## config.mk

```make
export PLATFORM = sky130hd
export DESIGN_NAME = uart_fifo_trig
export DESIGN_NICKNAME = d
export VERILOG_FILES = /design/src/rtl/uart_trig_pkg.sv /design/src/rtl/trig_cfg_reg.sv /design/src/rtl/trig_level_dec.sv /design/src/rtl/tx_irq_gen.sv /design/src/rtl/uart_fifo_trig.sv
export SDC_FILE = /design/constraint.sdc
export NUM_CORES = 1
export LEC_CHECK = 0
export BUFFER_PORTS_ARGS = -buffer_cell sky130_fd_sc_hd__buf_2
export CAP_MARGIN = 20
export CORE_UTILIZATION = 51
export CTS_CLUSTER_DIAMETER = 80
export DETAILED_ROUTE_END_ITERATION = 7
export GPL_ROUTABILITY_DRIVEN = 0
export PLACE_DENSITY = 0.86
export REMOVE_ABC_BUFFERS = 1
export SETUP_SLACK_MARGIN = 0.02
export SYNTH_ARGS = -nofsm -noshare
export SYNTH_HDL_FRONTEND = slang
export SYNTH_SLANG_ARGS = --single-unit
```

## constraint.sdc

```tcl
create_clock -name clk_i -period 4 [get_ports clk_i]
set_clock_uncertainty 0.1 [all_clocks]
set_input_delay 0.2 -clock clk_i [delete_from_list [all_inputs] [get_ports clk_i]]
set_output_delay 0.2 -clock clk_i [all_outputs]
set_load 0.02 [all_outputs]
```

## src/rtl/uart_trig_pkg.sv

```systemverilog
package uart_trig_pkg;
  localparam int unsigned LVL_W = 6;
  localparam int unsigned SEL_W = 2;
  localparam int unsigned HI_W  = LVL_W - SEL_W;

  typedef struct packed {
    logic             fine;
    logic [SEL_W-1:0] sel;
    logic [HI_W-1:0]  hi;
  } lvl_cfg_t;

  function automatic logic [LVL_W-1:0] rx_coarse(input logic [SEL_W-1:0] s);
    case (s)
      2'd0:    return LVL_W'(8);
      2'd1:    return LVL_W'(16);
      2'd2:    return LVL_W'(56);
      default: return LVL_W'(60);
    endcase
  endfunction

  function automatic logic [LVL_W-1:0] tx_coarse(input logic [SEL_W-1:0] s);
    case (s)
      2'd0:    return LVL_W'(8);
      2'd1:    return LVL_W'(16);
      2'd2:    return LVL_W'(32);
      default: return LVL_W'(56);
    endcase
  endfunction
endpackage

```

## src/rtl/trig_cfg_reg.sv

```systemverilog
module trig_cfg_reg
  import uart_trig_pkg::*;
(
  input  logic     clk_i,
  input  logic     rst_ni,
  input  lvl_cfg_t rx_cfg_i,
  input  lvl_cfg_t tx_cfg_i,
  input  logic     tx_empty_mode_i,
  output lvl_cfg_t rx_cfg_o,
  output lvl_cfg_t tx_cfg_o,
  output logic     tx_empty_mode_o
);
  // reset: coarse mode, selector 0, normal transmit mode
  always_ff @(posedge clk_i or negedge rst_ni) begin
    if (!rst_ni) begin
      rx_cfg_o        <= '0;
      tx_cfg_o        <= '0;
      tx_empty_mode_o <= 1'b0;
    end else begin
      rx_cfg_o        <= rx_cfg_i;
      tx_cfg_o        <= tx_cfg_i;
      tx_empty_mode_o <= tx_empty_mode_i;
    end
  end
endmodule

```

## src/rtl/trig_level_dec.sv

```systemverilog
module trig_level_dec
  import uart_trig_pkg::*;
#(
  parameter bit IS_TX = 1'b0
) (
  input  lvl_cfg_t         cfg_i,
  output logic [LVL_W-1:0] level_o
);
  logic [LVL_W-1:0] coarse;
  logic [LVL_W-1:0] fine_raw;

  generate
    if (IS_TX) begin : g_tx_tab
      assign coarse = tx_coarse(cfg_i.sel);
    end else begin : g_rx_tab
      assign coarse = rx_coarse(cfg_i.sel);
    end
  endgenerate

  assign fine_raw = {cfg_i.hi, cfg_i.sel};

  always_comb begin
    if (!cfg_i.fine)        level_o = coarse;
    else if (fine_raw == '0) level_o = LVL_W'(1); // zero code is clamped to one
    else                    level_o = fine_raw;
  end
endmodule

```

## src/rtl/tx_irq_gen.sv

```systemverilog
module tx_irq_gen
  import uart_trig_pkg::*;
#(
  parameter int unsigned DEPTH = 64,
  parameter int unsigned CNT_W = $clog2(DEPTH + 1)
) (
  input  logic [CNT_W-1:0] count_i,
  input  logic             busy_i,
  input  logic [LVL_W-1:0] level_i,
  input  logic             empty_mode_i,
  output logic             irq_o,
  output logic             fifo_empty_o
);
  logic [CNT_W-1:0] free_sp;
  logic             lane_idle;
  logic             room_ok;

  assign free_sp      = CNT_W'(DEPTH) - count_i;
  assign fifo_empty_o = (count_i == '0);
  assign lane_idle    = fifo_empty_o && !busy_i;
  assign room_ok      = free_sp >= CNT_W'(level_i);
  assign irq_o        = empty_mode_i ? lane_idle : (room_ok || lane_idle);
endmodule

```

## src/rtl/uart_fifo_trig.sv

```systemverilog
module uart_fifo_trig
  import uart_trig_pkg::*;
#(
  parameter  int unsigned DEPTH = 64,
  localparam int unsigned CNT_W = $clog2(DEPTH + 1)
) (
  input  logic             clk_i,
  input  logic             rst_ni,
  input  logic [CNT_W-1:0] rx_count_i,
  input  logic [CNT_W-1:0] tx_count_i,
  input  logic             tx_shift_busy_i,
  input  logic             rx_fine_i,
  input  logic [SEL_W-1:0] rx_sel_i,
  input  logic [HI_W-1:0]  rx_hi_i,
  input  logic             tx_fine_i,
  input  logic [SEL_W-1:0] tx_sel_i,
  input  logic [HI_W-1:0]  tx_hi_i,
  input  logic             tx_empty_mode_i,
  output logic             rx_irq_o,
  output logic             tx_irq_o,
  output logic             tx_fifo_empty_o
);
  lvl_cfg_t         rx_cfg_d, tx_cfg_d, rx_cfg_q, tx_cfg_q;
  logic             tx_mode_q;
  logic [LVL_W-1:0] rx_level, tx_level;

  assign rx_cfg_d = '{fine: rx_fine_i, sel: rx_sel_i, hi: rx_hi_i};
  assign tx_cfg_d = '{fine: tx_fine_i, sel: tx_sel_i, hi: tx_hi_i};

  trig_cfg_reg u_cfg (
    .clk_i          (clk_i),
    .rst_ni         (rst_ni),
    .rx_cfg_i       (rx_cfg_d),
    .tx_cfg_i       (tx_cfg_d),
    .tx_empty_mode_i(tx_empty_mode_i),
    .rx_cfg_o       (rx_cfg_q),
    .tx_cfg_o       (tx_cfg_q),
    .tx_empty_mode_o(tx_mode_q)
  );

  trig_level_dec #(.IS_TX(1'b0)) u_rx_lvl (.cfg_i(rx_cfg_q), .level_o(rx_level));
  trig_level_dec #(.IS_TX(1'b1)) u_tx_lvl (.cfg_i(tx_cfg_q), .level_o(tx_level));

  assign rx_irq_o = rx_count_i >= CNT_W'(rx_level);

  tx_irq_gen #(.DEPTH(DEPTH), .CNT_W(CNT_W)) u_tx (
    .count_i     (tx_count_i),
    .busy_i      (tx_shift_busy_i),
    .level_i     (tx_level),
    .empty_mode_i(tx_mode_q),
    .irq_o       (tx_irq_o),
    .fifo_empty_o(tx_fifo_empty_o)
  );
endmodule

```

Word level (Yosys, flattened, before mapping)
Cells that the tools add are included.
{ "totals": {"register_bits": 15, "latchBits": 0, "mem_bits_rw": 0, "mem_bits_ro": 0, "out_inout_bits": 3, "mem_count": 0} }
{ "op_classes": {"addsub": 1, "n_mul": 0, "div": 0, "n_lt_le_gt_ge": 2, "eq_ne": 4, "shifts": 0, "mux": 7, "n_bitwise": 0, "n_reduce_logical": 8} }
{ "op_table": {"columns": ["cell", "n"], "rows": [
  ["$pmux 6 s3", 2],
  ["$mux 6", 4],
  ["$ge 7x6->1", 2],
  ["$logic_not 6->1", 2],
  ["$logic_not 7->1", 1],
  ["$sub 7x7->7 const A", 1],
  ["$eq 2x1->1 const B", 2],
  ["$eq 2x2->1 const B", 2],
  ["$logic_not 2->1", 2],
  ["$logic_and 1x1->1", 1],
  ["$logic_not 1->1", 1],
  ["$logic_or 1x1->1", 1],
  ["$mux 1", 1]
]} }

Depth between registers and ports, before layout
Gate-level depths: netlist of run 1.
{ "depth": {"word_depth": 6, "ltp_mapped": 10} }

Cells and area by module
A second synthesis of run 1 with hierarchy kept.
{ "hier_totals": {"cells_unflattened": 109, "hier_area_um2": 1033.5} }
{ "by_module_without_submodules": {"columns": ["module", "n_inst", "cells_each", "area_each_um2", "seq_area_each_um2"], "rows": [
  ["trig_cfg_reg", 1, 15, 375.4, 375.4],
  ["tx_irq_gen", 1, 38, 264.0, 0.0],
  ["trig_level_dec at u_tx_lvl", 1, 22, 148.9, 0.0],
  ["uart_fifo_trig", 1, 19, 147.6, 0.0],
  ["trig_level_dec at u_rx_lvl", 1, 15, 97.6, 0.0]
]} }

Worst setup path before layout of run 1
Ideal clock, no wire load.
{ "synth_timing": {"path_kind": "flip-flop to output port", "start": "reg u_cfg.tx_cfg_o[4] in the netlist's numbering", "end": "out tx_irq_o", "arrival_time_ns": 1.880, "slack_ns": 1.820, "path_stages_with_launch": 11, "n_path_buf": 0, "cell_sequence": "dfrtp_1 -> inv_1 -> ha_1 -> nand2b_1 -> nor4_1 -> o21a_1 -> ha_1 -> nor2b_1 -> o21ai_0 -> a2111oi_2 -> o21ai_1"} }
{ "synth_via": {"elab_chain_len": 6, "word_cells_on_any_way": 10, "classes_between": "order compare: 1; eq/ne: 2; mux: 4; reduce/logical: 3"} }
{ "synth_rtl": {"columns": ["item", "line", "source"], "rows": [
  ["start, declared", "trig_cfg_reg.sv:10", "output lvl_cfg_t tx_cfg_o,"],
  ["start signal, assigned", "trig_cfg_reg.sv:21", "tx_cfg_o <= tx_cfg_i;"],
  ["$eq 2x2->1, or another cell as far along", "uart_trig_pkg.sv:22", "case (s)"],
  ["$pmux 6 s3 or $mux 6 (tied branches)", "uart_trig_pkg.sv:22, trig_level_dec.sv:24", null],
  ["$mux 6 *", "trig_level_dec.sv:23", "if (!cfg_i.fine) level_o = coarse;"],
  ["$ge 7x6->1 *", "tx_irq_gen.sv:21", "assign room_ok = free_sp >= CNT_W'(level_i);"],
  ["$logic_or 1x1->1 *", "tx_irq_gen.sv:22", "assign irq_o = empty_mode_i ? lane_idle : (room_ok || lane_idle);"],
  ["$mux 1 *", "tx_irq_gen.sv:22", null],
  ["end, declared", "uart_fifo_trig.sv:20", "output logic tx_irq_o,"]
]} }
Every way passes the cells marked *; elsewhere a longest branch is shown, timed or not.

Worst setup path after layout of run 1
{ "layout_timing": {"start": "reg u_cfg.tx_cfg_o[5] in the netlist's numbering", "end": "out tx_irq_o"} }
The elaborated chain is that of the path after synthesis.

==> results.txt, run 1 <==
----------------------------------------------------
[Clock tree]
  Clock tree buffer depth ... 2
  Clock buffer count from CTS ... 3
  Htree depth ... 1
  Clock slew at reported path FFs ... 0.08 ns
  CTS root buffer ... sky130_fd_sc_hd__clkbuf_4
  CTS tree ... done
  Number of clock sinks ... 15
  PostCTS Resize Cnt ... 0
  Hold-fix buffers at CTS ... 16
  Post-CTS setup repair buffer count ... 0

[Logic synthesis]
  Post-Syn Area per Cell ... 9.852 um^2
  Multiplexer share of the synthesized area ... 0.01070
  Main flop type after synthesis ... sky130_fd_sc_hd__dfrtp_1
  Synth async-reset ratio ... 1.000
  Dominant combinational cell family by area after synthesis ... adder cells
  Post-synthesis share of cell area spent on and, or, nand and nor gates ... 0.1658
  Cell variety after synth ... 29
  Post-synthesis adder-cell area fraction ... 0.2273
  Synth Register Bits ... 15
  Synthesized instance count ... 95
  Leading cell type by number of instances after synthesis ... sky130_fd_sc_hd__ha_1
  Sequential element share of the synthesized area ... 0.4011
  Synth top area share ... 0.4011
  Commonest cells in the netlist ... 17 x sky130_fd_sc_hd__ha_1, 15 x sky130_fd_sc_hd__dfrtp_1, 9 x sky130_fd_sc_hd__nor2_1
  Share of the synthesized area in compound gates (AO/OA/AOI/OAI) ... 0.1217
  Most area-hungry cell type in the Yosys netlist ... sky130_fd_sc_hd__dfrtp_1
  Netlist area before placement ... 935.9 um^2
  Synth Area in XOR/XNOR ... 0.03743
  Count of synthesis-stage warnings from yosys ... 0
  EDFF count, synth ... 0
  Largest cells by area after synthesis ... sky130_fd_sc_hd__dfrtp_1 40%, sky130_fd_sc_hd__ha_1 23%, sky130_fd_sc_hd__a21oi_1 4.3%, sky130_fd_sc_hd__nor2_1 3.6%, sky130_fd_sc_hd__inv_1 3.2%

[Die]
  Num rows ... 15
  Die area ... 2010 um^2
  I/O Pins ... 35
  Chip Height ... 44.84 um
  Core Footprint ... 1727 um^2
  Initial standard-cell utilization of the core ... 0.5420
  Horizontal die dimension ... 44.84 um

[Worst setup path]
  Critical path startpoint category ... flop
  Crit Path Category ... reg -> out
  Maximum single-stage delay on the critical path ... 0.43 ns
  CP Data Required Time ... 3.70 ns
  Slowest stage cell, crit path ... sky130_fd_sc_hd__dfrtp_1
  Critical Path, Cell by Cell ... inv_1, ha_1, nand2b_1, nor4_1, o21a_1, ha_1, nor2b_1, o21ai_0, a2111oi_2, o21ai_1, buf_2
  Max FO, Critical Path ... 4
  Most frequent cell on the critical path ... sky130_fd_sc_hd__ha_1
  Data arrival time of the critical path ... 2.39 ns
  Capturing element type of the critical path ... primary output

[Final layout]
  Synthesis-to-finish area growth ... 41.04%
  # fillers ... 115
  Area of the multi-input gates ... 526.8 um^2
  Proportion of layout cells with a drive suffix above 1 ... 0.2635
  Footprint of the flip-flops and latches ... 375.4 um^2
  Diodes inserted ... 0
  Final-stage net count ... 198

[Outcome]
  Run status ... finished, final reports clean

[STA]
  Unrepaired setup endpoints after global routing ... false
  Remaining max-slew budget at the tightest pin ... 0.7981
  Share of the clock period used by the worst path ... 0.6720
  F_max ... 0.3720 GHz
  Slew of the pin with the lowest slew margin ... 0.3001 ns
  Number of hold-slack violations in the final timing report ... 0
  Total negative setup slack ... 0 ns
  Worst hold slack across all endpoints ... 0.2456 ns
  Setup-failing EPs final ... 0
  Fin. max-slew vios ... 0
  Crit path time final ... 2.688 ns
  Final worst slack ... 1.312 ns

[Routing]
  Final wirelength ... 2.058 mm
  Detailed route wirelength on metal3 ... 83 um
  DR iter-0 viols ... 13
  Average wire length per cell after detail routing ... 11.90 um
  Metal1 wirelength ... 792 um
  Uppermost layer routed ... met4
  Overall via count from detail_route ... 871
  Drt via density ... 5.035
  Residual DRC count ... 0
  Met2 Routed Length ... 1.177 mm
  Residual antenna-violating net count after detailed routing ... 0
  Number of optimization iterations in the first detailed-route pass ... 4

[Global route]
  Initial antenna violation count ... 0
  Maximum number of pins on one net before global-route repair ... 16
  Combined global-route utilization of all metal layers ... 0.2365
  Overflow left after global routing ... 0
  Number of global-route vias before repair ... 863
  Wire length of the first global-routing pass ... 3.381 mm

[Run]
  Number of max-cap violations ... 0

[Worst hold path]
  Path category of the worst min-delay check ... in -> async

[Place]
  Setup slack after placement ... 1.615 ns
  HPWL reported at the end of detailed placement ... 1.485 mm
  Buffers added on ports ... 34

[Pwr]
  Power density over the cells ... 253.7 nW/um^2
  Maximum VDD drop ... 259.5 uV
  Pleak ... 0.6718 nW

----------------------------------------------------
-- worst max path at each step --
stage / from / endpoint / depth (start not counted)
5_1_grt: u_cfg.tx_cfg_o[4] / tx_irq_o / 11
3_3_place_gp: u_cfg.tx_cfg_o[4] / tx_irq_o / 11
2_1_floorplan: u_cfg.tx_cfg_o[4] / tx_irq_o / 10
3_5_place_dp: u_cfg.tx_cfg_o[5] / tx_irq_o / 11
4_1_cts: u_cfg.tx_cfg_o[5] / tx_irq_o / 11
6_report: u_cfg.tx_cfg_o[5] / tx_irq_o / 11
-- state kept, by name, indices dropped and copies added, names as in the netlist --
name                   flops
u_cfg.tx_cfg_o             7
u_cfg.tx_empty_mode_o      1
u_cfg.rx_cfg_o             7
-- cells in the final DEF (no fill, tap or decap), drive strengths merged --
master        n
clkbuf        4
nor2          9
o22ai         1
dlygate4sd3  16
a211oi        1
dfrtp        15
xor2          1
a211o         1
o31ai         1
nor3          3
buf          34
nand3b        1
o21ai         3
o21a          1
and3          2
ha           17
mux2i         1
nand2         8
a31oi         1
xnor2         3
nand3         1
nand2b        2
nor2b         2
and4          1
inv           8
a2111oi       1
nor4          1
a21oi         8
or3           1
-- layout make-up --
| type | instances | area share |
|---|---|---|
| Timing Repair Buffer | 50 | 0.2502 |
| Multi-Input combinational cell | 71 | 0.3991 |
| Clock buffer | 4 | 0.01991 |
| Sequential cell | 15 | 0.2844 |
| Inverter | 8 | 0.02275 |
| Tap cell | 25 | 0.02370 |
-- power by group --
part           internal [W]  switching (W)
clock network     0.0000386      0.0000420
registers          0.000159     0.00000750
logic             0.0000471      0.0000404
-- kinds of logic after synthesis --
kind of cell / count (synthesis)
XOR/XNOR: 4
flip-flops: 15
multiplexers: 1
AO/OA/AOI/OAI: 18
AND/OR/NAND/NOR: 31
buffers and inverters: 9
adder cells (fa/ha/maj): 17
-- critical path, delay by kind of cell (launching register included) --
family,cells,cell delay (ns)
AO/OA/AOI/OAI,4,0.68
AND/OR/NAND/NOR,3,0.39
buffers and inverters,2,0.26
flip-flops,1,0.43
adder cells (fa/ha/maj),2,0.36
-- layer usage --
metal | vias up | track usage
met1 | 400 | 0.2441
met5 | - | 0
met2 | 33 | 0.4794
met3 | 2 | 0.03600
met4 | 0 | 0.07273
li1 | 436 | -
-- through the flow --
step / instances / power, W / util / area (um^2)
after detailed placement: 153 / 0.0002442 / 0.6565 / 1134
after global routing: 173 / 0.0003599 / 0.7645 / 1320
final: 173 / 0.0003349 / 0.7645 / 1320
after floorplan: 94 / 0.0002120 / - / 932.1
after global placement: 153 / 0.0002388 / 0.6565 / 1134
after CTS: 173 / 0.0003380 / 0.7645 / 1320
Power figures use the tool's default switching activity.
==> run 2, diff against run 1 <==
CORE_UTILIZATION = 43   (was 51)
PLACE_DENSITY = 0.78   (was 0.86)
clock period = 2.25 ns   (was 4 ns; I/O delays follow)
==> results.txt, run 2 (synthesis gave the netlist of run 1 again) <==
----------------------------------------------------
[STA]
  Slew of the pin with the lowest slew margin ... 0.2995 ns (was 0.3001 ns)
  Remaining max-slew budget at the tightest pin ... 0.8003 (was 0.7981)
  Unrepaired setup endpoints after global routing ... true (was false)
  Final worst slack ... -0.2263 ns (was 1.312 ns)
  Fin. max-slew vios ... 0 (unchanged)
  Crit path time final ... 2.476 ns
  Number of hold-slack violations in the final timing report ... 0 (unchanged)
  F_max ... 0.4038 GHz
  Share of the clock period used by the worst path ... 1.101
  Setup-failing EPs final ... 2 (was 0)

[Routing]
  Final wirelength ... 1.897 mm (was 2.058 mm)
  Residual antenna-violating net count after detailed routing ... 0 (unchanged)
  Number of optimization iterations in the first detailed-route pass ... 4 (unchanged)
  DR iter-0 viols ... 21 (was 13)
  Average wire length per cell after detail routing ... 10.78 um (was 11.90 um)
  Drt via density ... 4.864 (was 5.035)
  Overall via count from detail_route ... 856 (was 871)
  Residual DRC count ... 0 (unchanged)

[Global route]
  Wire length of the first global-routing pass ... 3.353 mm (was 3.381 mm)
  Overflow left after global routing ... 0 (unchanged)
  Combined global-route utilization of all metal layers ... 0.1832 (was 0.2365)
  Number of global-route vias before repair ... 859 (was 863)
  Initial antenna violation count ... 0 (unchanged)
  Maximum number of pins on one net before global-route repair ... 16 (unchanged)

[Clock tree]
  Clock slew at reported path FFs ... 0.08 ns (about the same)
  CTS root buffer ... sky130_fd_sc_hd__clkbuf_4 (unchanged)
  Htree depth ... 1 (unchanged)
  Clock tree buffer depth ... 2 (unchanged)
  Clock buffer count from CTS ... 3 (unchanged)
  Number of clock sinks ... 15 (unchanged)
  CTS tree ... done (unchanged)

[Outcome]
  Failing checks ... negative setup slack
  Run status ... finished with violations (was finished, final reports clean)

[Die]
  Die area ... 2367 um^2 (was 2010 um^2)
  Chip Height ... 48.66 um (was 44.84 um)
  Initial standard-cell utilization of the core ... 0.4675 (was 0.5420)
  Horizontal die dimension ... 48.66 um (was 44.84 um)
  Core Footprint ... 2002 um^2 (was 1727 um^2)
  Num rows ... 16 (was 15)
  I/O Pins ... 35 (unchanged)

[Final layout]
  Registers with the most flip-flops ... u_cfg.rx_cfg_o: 7 flops, u_cfg.tx_cfg_o: 7 flops, u_cfg.tx_empty_mode_o: 1 flops (unchanged)
  Proportion of layout cells with a drive suffix above 1 ... 0.3087 (was 0.2635)
  Most used cells in the layout excluding fill and tap cells ... 33 x sky130_fd_sc_hd__buf_2, 17 x sky130_fd_sc_hd__ha_1, 16 x sky130_fd_sc_hd__dlygate4sd3_1 (was 34 x sky130_fd_sc_hd__buf_2, 17 x sky130_fd_sc_hd__ha_1, 16 x sky130_fd_sc_hd__dlygate4sd3_1)
  # fillers ... 166 (was 115)
  Final-stage net count ... 199 (was 198)
  Finished Layout Cells ... 176 (was 173)
  Cell area after layout ... 1360 um^2 (was 1320 um^2)
  Diodes inserted ... 0 (unchanged)
  Commonest non-fill, non-tap cell in the layout ... sky130_fd_sc_hd__buf_2 (unchanged)
  Synthesis-to-finish area growth ... 45.32% (was 41.04%)

[Worst setup path]
  Critical Path Source ... u_cfg.tx_cfg_o[5] (unchanged)
  Capturing element type of the critical path ... primary output (unchanged)
  Data arrival time of the critical path ... 2.26 ns (was 2.39 ns)
  Critical path's top delay family ... compound AO/OA/AOI/OAI gates (unchanged)
  Combined buffer and inverter count along the critical path ... 2 (unchanged)
  Critical path startpoint category ... flop (unchanged)
  Crit Path Category ... reg -> out (unchanged)
  Max FO, Critical Path ... 4 (unchanged)
  Slowest stage cell, crit path ... sky130_fd_sc_hd__dfrtp_1 (unchanged)
  CP Data Required Time ... 2.04 ns (was 3.70 ns)
  Maximum single-stage delay on the critical path ... 0.43 ns (about the same)
  Critical Path, Cell by Cell ... inv_2, ha_1, nand2b_1, nor4_2, o21a_1, ha_1, nor2b_1, o21ai_1, a2111oi_2, o21ai_1, buf_2 (was inv_1, ha_1, nand2b_1, nor4_1, o21a_1, ha_1, nor2b_1, o21ai_0, a2111oi_2, o21ai_1, buf_2)

[Pwr]
  Pleak ... 0.6853 nW (was 0.6718 nW)
  Maximum VDD drop ... 382.2 uV (was 259.5 uV)
  Power density over the cells ... 440.9 nW/um^2 (was 253.7 nW/um^2)

[Run]
  Number of max-cap violations ... 0 (unchanged)

[Place]
  HPWL reported at the end of detailed placement ... 1.380 mm (was 1.485 mm)
  Setup slack after placement ... -0.06394 ns (was 1.615 ns)
  Buffers added on ports ... 34 (unchanged)
  Placed cell area ... 1136 um^2 (was 1134 um^2)
  Number of cells in the design after placement ... 155 (was 153)

[Worst hold path]
  Path category of the worst min-delay check ... in -> async (unchanged)

----------------------------------------------------
run 2: changes by cell type in the layout (fill, tap and decap cells not counted), moves of 2 or more:
cell,change
sky130_fd_sc_hd__inv_2,+2
sky130_fd_sc_hd__o21ai_1,+2
sky130_fd_sc_hd__inv_1,-2
sky130_fd_sc_hd__o21ai_0,-2
run 2: report_power, final:
part	total [W]	internal, W	switching [W]
clock	0.000140	0.0000687	0.0000716
sequential	0.000296	0.000283	0.0000133
combinational	0.000163	0.0000903	0.0000725
total	0.000600	0.000442	0.000157
run 2: worst paths after layout:
| check | to | slack (ns) | depth (start not counted) |
|---|---|---|---|
| min | u_cfg.tx_cfg_o[0] | 0.17 | 2 |
| min in group clk_i | u_cfg.tx_cfg_o[0] | 0.37 | 2 |
| max in group asynchronous | u_cfg.rx_cfg_o[1] | 1.65 | 2 |
| max | tx_irq_o | -0.23 | 11 |
run 2: layout make-up:
class	count	area, um^2	area share
clock buffers	4	26.28	0.01932
inverters	8	30.03	0.02208
well taps	27	33.78	0.02484
repair buffers	51	344.1	0.2530
multi-input cells	71	550.5	0.4048
flip-flops and latches	15	375.4	0.2760
run 2: routing by layer:
layer | wire length [um] | share of wire | up-vias | track usage
li1 | - | - | 438 | -
met1 | 725 | 0.38 | 377 | 0.1960
met2 | 1028 | 0.54 | 35 | 0.3472
met3 | 112 | 0.059 | 6 | 0.03459
met4 | 31 | 0.016 | 0 | 0.07353
met5 | 0 | 0 | - | 0
run 2: metrics by stage:
step,TNS (ns),power [W],hold slack [ns],utilization
after floorplan,0,0.0003769,-0.2831,-
after global placement,0,0.0004257,-0.08784,0.5675
after detailed placement,-0.06394,0.0004314,-0.08550,0.5675
after CTS,-0.3110,0.0006038,0.1498,0.6794
after global routing,-0.6714,0.0006415,0.1910,0.6794
final,-0.3207,0.0005996,0.1737,0.6794
run 2: timing repair:
action / in CTS / in global routing
pin swaps: 8 / 0
setup endpoints to repair: 2 / 2
hold endpoints to repair: 30 / 0
buffers inserted: 1 / 0
resized for setup: 10 / 0
hold buffers: 16 / 0
